$ cat config.mk
export PLATFORM = sky130hd
export DESIGN_NAME = sclk_split_inserter
export DESIGN_NICKNAME = d
export VERILOG_FILES = /design/src/rtl/xfer_sclk_pkg.sv /design/src/rtl/sclk_rst_sync.sv /design/src/rtl/sclk_flag_edge.sv /design/src/rtl/sclk_pulse_timer.sv /design/src/rtl/sclk_split_inserter.sv
export SDC_FILE = /design/constraint.sdc
export NUM_CORES = 1
export LEC_CHECK = 0
export BUFFER_PORTS_ARGS = -buffer_cell sky130_fd_sc_hd__buf_2
export CORE_AREA = 2 2 39 41
export DETAILED_ROUTE_END_ITERATION = 10
export DIE_AREA = 0 0 41 43
export PLACE_DENSITY = 0.37
export SYNTH_ARGS = -nofsm -noshare
export SYNTH_HDL_FRONTEND = slang
export SYNTH_SLANG_ARGS = --single-unit
$ cat constraint.sdc
create_clock -name clk_i -period 1.8 [get_ports clk_i]
set_input_delay 0.36 -clock clk_i [delete_from_list [all_inputs] [get_ports clk_i]]
set_output_delay 0.36 -clock clk_i [all_outputs]
set_load 0.01 [all_outputs]
$ cat src/rtl/xfer_sclk_pkg.sv
package xfer_sclk_pkg;

  // State of the inserted-pulse generator
  typedef enum logic {
    PULSE_IDLE   = 1'b0,
    PULSE_ACTIVE = 1'b1
  } pulse_state_e;

  // Integer ceiling division for deriving cycle counts from picoseconds
  function automatic int ceil_div(input int num, input int den);
    return (num + den - 1) / den;
  endfunction

endpackage

$ cat src/rtl/sclk_rst_sync.sv
module sclk_rst_sync (
  input  logic clk_i,
  input  logic rst_ni,
  output logic rst_sync_no
);

  logic [1:0] rst_q;

  always_ff @(posedge clk_i or negedge rst_ni) begin
    if (!rst_ni) begin
      rst_q <= 2'b00;
    end else begin
      rst_q <= {rst_q[0], 1'b1};
    end
  end

  assign rst_sync_no = rst_q[1];

endmodule

$ cat src/rtl/sclk_flag_edge.sv
module sclk_flag_edge #(
  parameter int SYNC_STAGES = 2
) (
  input  logic clk_i,
  input  logic rst_ni,
  input  logic flag_i,
  output logic rise_o
);

  logic [SYNC_STAGES-1:0] sync_q, sync_d;
  logic                   prev_q, prev_d;

  // Next-state: shift the asynchronous flag through the synchronizer chain
  always_comb begin
    sync_d = {sync_q[SYNC_STAGES-2:0], flag_i};
    prev_d = sync_q[SYNC_STAGES-1];
  end

  always_ff @(posedge clk_i or negedge rst_ni) begin
    if (!rst_ni) begin
      sync_q <= '0;
      prev_q <= 1'b0;
    end else begin
      sync_q <= sync_d;
      prev_q <= prev_d;
    end
  end

  // Rising edge of the synchronized flag, one cycle wide
  assign rise_o = sync_q[SYNC_STAGES-1] & ~prev_q;

  // a detected edge never lasts two cycles, so a held level cannot re-fire
  a_r7_single_cycle_edge: assert property (@(posedge clk_i) disable iff (!rst_ni)
    rise_o |=> !rise_o);

endmodule

$ cat src/rtl/sclk_pulse_timer.sv
module sclk_pulse_timer
  import xfer_sclk_pkg::*;
#(
  parameter int HIGH_CYC = 2
) (
  input  logic clk_i,
  input  logic rst_ni,
  input  logic trig_i,
  input  logic en_i,
  input  logic blank_i,
  output logic pulse_o
);

  localparam int             CW   = (HIGH_CYC > 1) ? $clog2(HIGH_CYC) : 1;
  localparam logic [CW-1:0]  LOAD = CW'(HIGH_CYC - 1);

  pulse_state_e  state_q, state_d;
  logic [CW-1:0] cnt_q, cnt_d;
  logic          cnt_en;
  logic          accept;

  // Next-state logic
  always_comb begin
    accept  = trig_i & en_i & blank_i & (state_q == PULSE_IDLE);
    state_d = state_q;
    cnt_d   = cnt_q;
    cnt_en  = 1'b0;
    case (state_q)
      PULSE_IDLE: begin
        if (accept) begin
          state_d = PULSE_ACTIVE;
          cnt_d   = LOAD;
          cnt_en  = 1'b1;
        end
      end
      PULSE_ACTIVE: begin
        if (cnt_q == '0) begin
          state_d = PULSE_IDLE;
        end else begin
          cnt_d  = cnt_q - CW'(1);
          cnt_en = 1'b1;
        end
      end
    endcase
  end

  // State and counter registers with explicit enable on the counter
  always_ff @(posedge clk_i or negedge rst_ni) begin
    if (!rst_ni) begin
      state_q <= PULSE_IDLE;
      cnt_q   <= '0;
    end else begin
      state_q <= state_d;
      if (cnt_en) begin
        cnt_q <= cnt_d;
      end
    end
  end

  // Decode of a single state flop: glitch-free pulse output
  assign pulse_o = (state_q == PULSE_ACTIVE);

  // Checker: length of the current high run
  logic [CW:0] run_len_q;
  always_ff @(posedge clk_i or negedge rst_ni) begin
    if (!rst_ni) begin
      run_len_q <= '0;
    end else if (pulse_o) begin
      run_len_q <= run_len_q + (CW+1)'(1);
    end else begin
      run_len_q <= '0;
    end
  end

  // every pulse ends after exactly HIGH_CYC cycles
  a_r3_exact_width: assert property (@(posedge clk_i) disable iff (!rst_ni)
    $fell(pulse_o) |-> (run_len_q == (CW+1)'(HIGH_CYC)));

  // an edge arriving during a pulse never extends it
  a_r8_no_extension: assert property (@(posedge clk_i) disable iff (!rst_ni)
    run_len_q <= (CW+1)'(HIGH_CYC));

endmodule

$ cat src/rtl/sclk_split_inserter.sv
module sclk_split_inserter
  import xfer_sclk_pkg::*;
#(
  parameter int CLK_PERIOD_PS = 10000,
  parameter int MIN_HIGH_PS   = 15000,
  parameter int SYNC_STAGES   = 2
) (
  input  logic clk_i,
  input  logic rst_ni,
  input  logic xfer_en_i,
  input  logic flag_i,
  input  logic blank_i,
  input  logic sclk_i,
  output logic sclk_o
);

  localparam int HIGH_CYC = ceil_div(MIN_HIGH_PS, CLK_PERIOD_PS);

  logic rst_sync_n;
  logic flag_rise;
  logic xfer_pulse;

  sclk_rst_sync u_rst_sync (
    .clk_i       (clk_i),
    .rst_ni      (rst_ni),
    .rst_sync_no (rst_sync_n)
  );

  sclk_flag_edge #(
    .SYNC_STAGES (SYNC_STAGES)
  ) u_flag_edge (
    .clk_i  (clk_i),
    .rst_ni (rst_sync_n),
    .flag_i (flag_i),
    .rise_o (flag_rise)
  );

  sclk_pulse_timer #(
    .HIGH_CYC (HIGH_CYC)
  ) u_pulse_timer (
    .clk_i   (clk_i),
    .rst_ni  (rst_sync_n),
    .trig_i  (flag_rise),
    .en_i    (xfer_en_i),
    .blank_i (blank_i),
    .pulse_o (xfer_pulse)
  );

  // Merge the inserted pulse into the normal shift-clock stream
  assign sclk_o = sclk_i | xfer_pulse;

  // a pulse starts only on the cycle right after a detected edge
  a_r4_start_after_edge: assert property (@(posedge clk_i) disable iff (!rst_sync_n)
    $rose(xfer_pulse) |-> $past(flag_rise));

  // a pulse starts only if enable was set when the edge was detected
  a_r5_needs_enable: assert property (@(posedge clk_i) disable iff (!rst_sync_n)
    $rose(xfer_pulse) |-> $past(xfer_en_i));

  // a pulse starts only if blank was active when the edge was detected
  a_r6_needs_blank: assert property (@(posedge clk_i) disable iff (!rst_sync_n)
    $rose(xfer_pulse) |-> $past(blank_i));

  // nothing is inserted while the internal reset is held
  a_r1_quiet_in_reset: assert property (@(posedge clk_i)
    !rst_sync_n |-> !xfer_pulse);

endmodule

# Word-level counts from Yosys, hierarchy flattened
# Index checks and enable logic that the tools add are counted.
[totals]
word_cells = 21
reg_bits = 7
input_bits = 6
output_inout_bits = 1
[op_classes]
add_sub_neg = 1
n_bitwise = 7
eq_ne = 1
n_reduce_logical = 1
mux = 6
[op_table]
columns = ["op", "n"]
rows = [
  ["1-bit bitwise AND", 4],
  ["1-bit 2-to-1 mux", 4],
  ["1-bit case mux with 2 select lines", 2],
  ["2-bit by 1-bit != test with 1-bit output, second input constant", 1],
  ["1-bit inverter", 2],
  ["2-bit AND reduction", 1],
  ["1-bit bitwise OR", 1],
  ["1-bit subtractor, second input constant", 1],
]

# Logic depth before layout (Yosys ltp)
[logic_depth]
ltp_word = 8
mapped_depth = 2
mapped_depth_nobuf = 2

# Modules after synthesis
# A second synthesis with hierarchy kept.
[unflattened]
cells_unflattened = 15
area_unflattened_um2 = 234.0
[by_module_without_submodules]
columns = ["module", "area_per_inst_um2", "cells_each", "n_inst", "seq_area_each_um2"]
rows = [
  ["sclk_flag_edge", 88.8, 4, 1, 75.1],
  ["sclk_pulse_timer", 85.1, 7, 1, 50.0],
  ["sclk_rst_sync", 53.8, 3, 1, 50.0],
  ["sclk_split_inserter", 6.3, 1, 1, 0.0],
]

# Worst setup path after synthesis
# Ideal clock, no wire load.
[synth_timing]
path_kind = "reg2out"
from = "register u_pulse_timer.state_q, in the netlist u_pulse_timer.pulse_o"
to = "output sclk_o"
path_buffers = 0
stages_incl_launch_ff = 2
t_arrival_ns = 0.673
slack_ns = 0.767
path_cell_list = "dfrtp_1 or2_2"
[synth_via]
elab_chain_len = 1
[synth_lines]
columns = ["element", "line", "rtl"]
rows = [
  ["start, declared", "sclk_pulse_timer.sv:17", "pulse_state_e state_q, state_d;"],
  ["start signal, assigned", "sclk_pulse_timer.sv:53", "state_q <= state_d;"],
  ["1-bit bitwise OR", "sclk_split_inserter.sv:50", "assign sclk_o = sclk_i | xfer_pulse;"],
  ["end, declared", "sclk_split_inserter.sv:14", "output logic sclk_o"],
]
# Every way passes these cells.

# Final worst setup path
# Ends and elaborated chain as after synthesis.

==> flow_summary_export.csv <==
group,metric,value,unit
timing,rsz0062_at_grt,"no",
global_route,grt_usage,5.29,%
yosys,synthXorXnorAreaFrac,0,%
placed_design,pre_cts_slack,0.578,ns
power_and_ir_drop,power.leakage,0.143,nW
final_layout,final_common_cell,"dfrtp_1",
placed_design,place_inst,36,
power_and_ir_drop,totalPowerFinal,0.334,mW
global_route,grt_pass1_vias,128,
routing,wl,272,µm
yosys,yosysSeqAreaShare,82.8,%
yosys,syn-num-nets,20,
timing,hold_viol,0,
final_layout,final_cell_mix,"dfrtp_1 (7), buf_2 (6), clkbuf_4 (3)",
timing,setup_viol,0,
final_layout,final_cells,41,
final_layout,drive_gt1_share,40.0,%
clocking,clk_pin_slew_worst_paths,0.05,ns
timing,period_share,77.7,%
critical_path,criticalPathCategory,"reg -> out",
routing,viasPerCell,3.07,
placed_design,port_buffers,6,
final_layout,final_area,298,µm²
power_and_ir_drop,combinationalPowerShare,6.2,%
placed_design,gp_congestion,0.540,
power_and_ir_drop,p_int,0.269,mW
yosys,synth_compound_area_share,4.73,%
final_layout,antenna_cells,0,
floorplan,dieArea,1760,µm²
routing,wl_per_cell,6.63,µm
routing,antenna_left,0,
power_and_ir_drop,pwr-share-clk,39.6,%
yosys,synth_fa_ha_area_share,0,%
yosys,synthCells,14,
final_layout,nNetsFinal,32,
power_and_ir_drop,p_sw_share,19.5,%
floorplan,pin_count,7,
clocking,cts_tree,"built",
power_and_ir_drop,p_sw,0.0650,mW
power_and_ir_drop,power.density,1120,nW/µm²
critical_path,r2r_cells,2,
power_and_ir_drop,seq_power_share,54.2,%
timing,hold_ws,0.0691,ns
timing,fmaxAchievable,715,MHz
yosys,syn_area_per_cell,15.1,µm²
clocking,clk_latency,0.24,ns
floorplan,coreArea,1380,µm²
critical_path,crit_chain,"or2_2 > buf_2",
critical_path,worstPathRequired,1.44,ns
critical_path,crit_path_end_kind,"output pin",
yosys,synthSimpleGateAreaFrac,8.88,%
final_layout,utilization,21.5,%
clocking,cts_htree_levels,1,
flow_run,cap_viol_max_count,0,
routing,drtIter0Drc,0,
global_route,grt_max_degree,6,
global_route,grt_pass1_wl,496,µm
routing,first_pass_iters,1,
power_and_ir_drop,vdd_drop_max,0.000480,V
yosys,synth_area,211,µm²
yosys,synth.mux.area_fraction,0,%
routing,drcViolationCount,0,
final_layout,fillers,150,
placed_design,place_area,262,µm²
timing,period_needed,1.40,ns
min_path,hold_class,"reg -> async",
yosys,yosysWarnings,0,
timing,finalMaxSlewViolations,0,
clocking,cts_root_buf,"clkbuf_4",
critical_path,crit_fanout,4,
yosys,synth_cell_types,8,
timing,fin_ws,0.401,ns
critical_path,arrival,1.04,ns
final_layout,area_growth,40.8,%
floorplan,fp.dieH,43,µm
floorplan,initial_core_util,15.3,%
critical_path,slowest_stage,"dfrtp_1",
clocking,cts_num_sinks,7,
routing,vias,126,
critical_path,critical-path-max-stage-delay,0.39,ns
yosys,synth_seq_cells,7,
critical_path,start_kind,"flop",
clocking,clk_path_buf_depth,2,
timing,fin_worst_skew,0.00501,ns
timing,tns,0,ns
global_route,antenna_found_initial,0,
floorplan,die_x,41,µm
global_route,overflow,0,
yosys,synth_top_family_by_area,"simple AND/OR/NAND/NOR gates",
clocking,cts_buffers,3,
floorplan,num_rows,14,
status,run_status,"completed",
path summary, 6_finish.rpt:
path	slack (ns)	to	startpoint
worst max-delay path	0.40	sclk_o	u_pulse_timer.pulse_o
max in group asynchronous	1.27	u_rst_sync.rst_q[1]	rst_ni
worst min-delay path	0.07	u_pulse_timer.pulse_o	u_rst_sync.rst_q[1]
worst min register to register	0.07	u_pulse_timer.pulse_o	u_rst_sync.rst_q[1]
worst max register to register	1.03	u_pulse_timer.cnt_q	u_flag_edge.prev_q
min in group clk_i	0.23	u_flag_edge.sync_q[0]	flag_i
layout make-up:
| class | count | area (µm²) | area share (%) |
|---|---|---|---|
| clock buffer | 4 | 26.3 | 8.82 |
| sequential | 7 | 175 | 58.8 |
| timing repair buffer | 7 | 40.0 | 13.4 |
| tap | 16 | 20.0 | 6.72 |
| inverter | 1 | 3.75 | 1.26 |
| multi-input combinational | 6 | 32.5 | 10.9 |
metal layers:
layer / track usage (%) / up-vias / part of all wire, %
met1: 5.37 / 52 / 50
met3: 9.42 / 2 / 17
met5: 0 / - / 0
met2: 4.69 / 7 / 30
li1: - / 65 / -
met4: 2.00 / 0 / 2.2
state kept, by name, indices dropped and copies added (netlist names):
name and count:
u_flag_edge.sync_q 2, u_pulse_timer.cnt_q 1, u_flag_edge.prev_q 1, u_rst_sync.rst_q 2
u_pulse_timer.pulse_o 1
critical path: cells and delay by family (launching register included):
kind / cells / cell delay (ns)
flip-flops: 1 / 0.39
AND/OR/NAND/NOR: 1 / 0.27
buffers and inverters: 1 / 0.14
synth_stat cells:
library cell	number	area share, %
conb_1	1	1.8
dfrtp_1	7	83
inv_1	1	1.8
or2_2	1	3.0
nand2_1	1	1.8
a21oi_1	1	2.4
nand4b_1	1	4.1
o21ai_1	1	2.4
cells by family after synthesis:
group,Yosys count
other,1
buffers and inverters,1
DFF,7
and+or+nand+nor,3
AOI/OAI and AO/OA,2
power by group through the flow:
stage	registers, mW	clock network (mW)	logic (mW)
global placement	0.182	0	0.0184
finish	0.181	0.132	0.0206
CTS	0.181	0.142	0.0211
detailed placement	0.183	0	0.0194
global route	0.183	0.163	0.0247
floorplan	0.181	0	0.0107
repair_timing:
| item | in CTS | in global routing |
|---|---|---|
| gates resized for setup | 0 | 0 |
| hold endpoints to repair | 2 | 0 |
| buffers inserted | 0 | 0 |
| hold buffers | 1 | 0 |
Note: power is estimated with default switching activity, not from simulation.
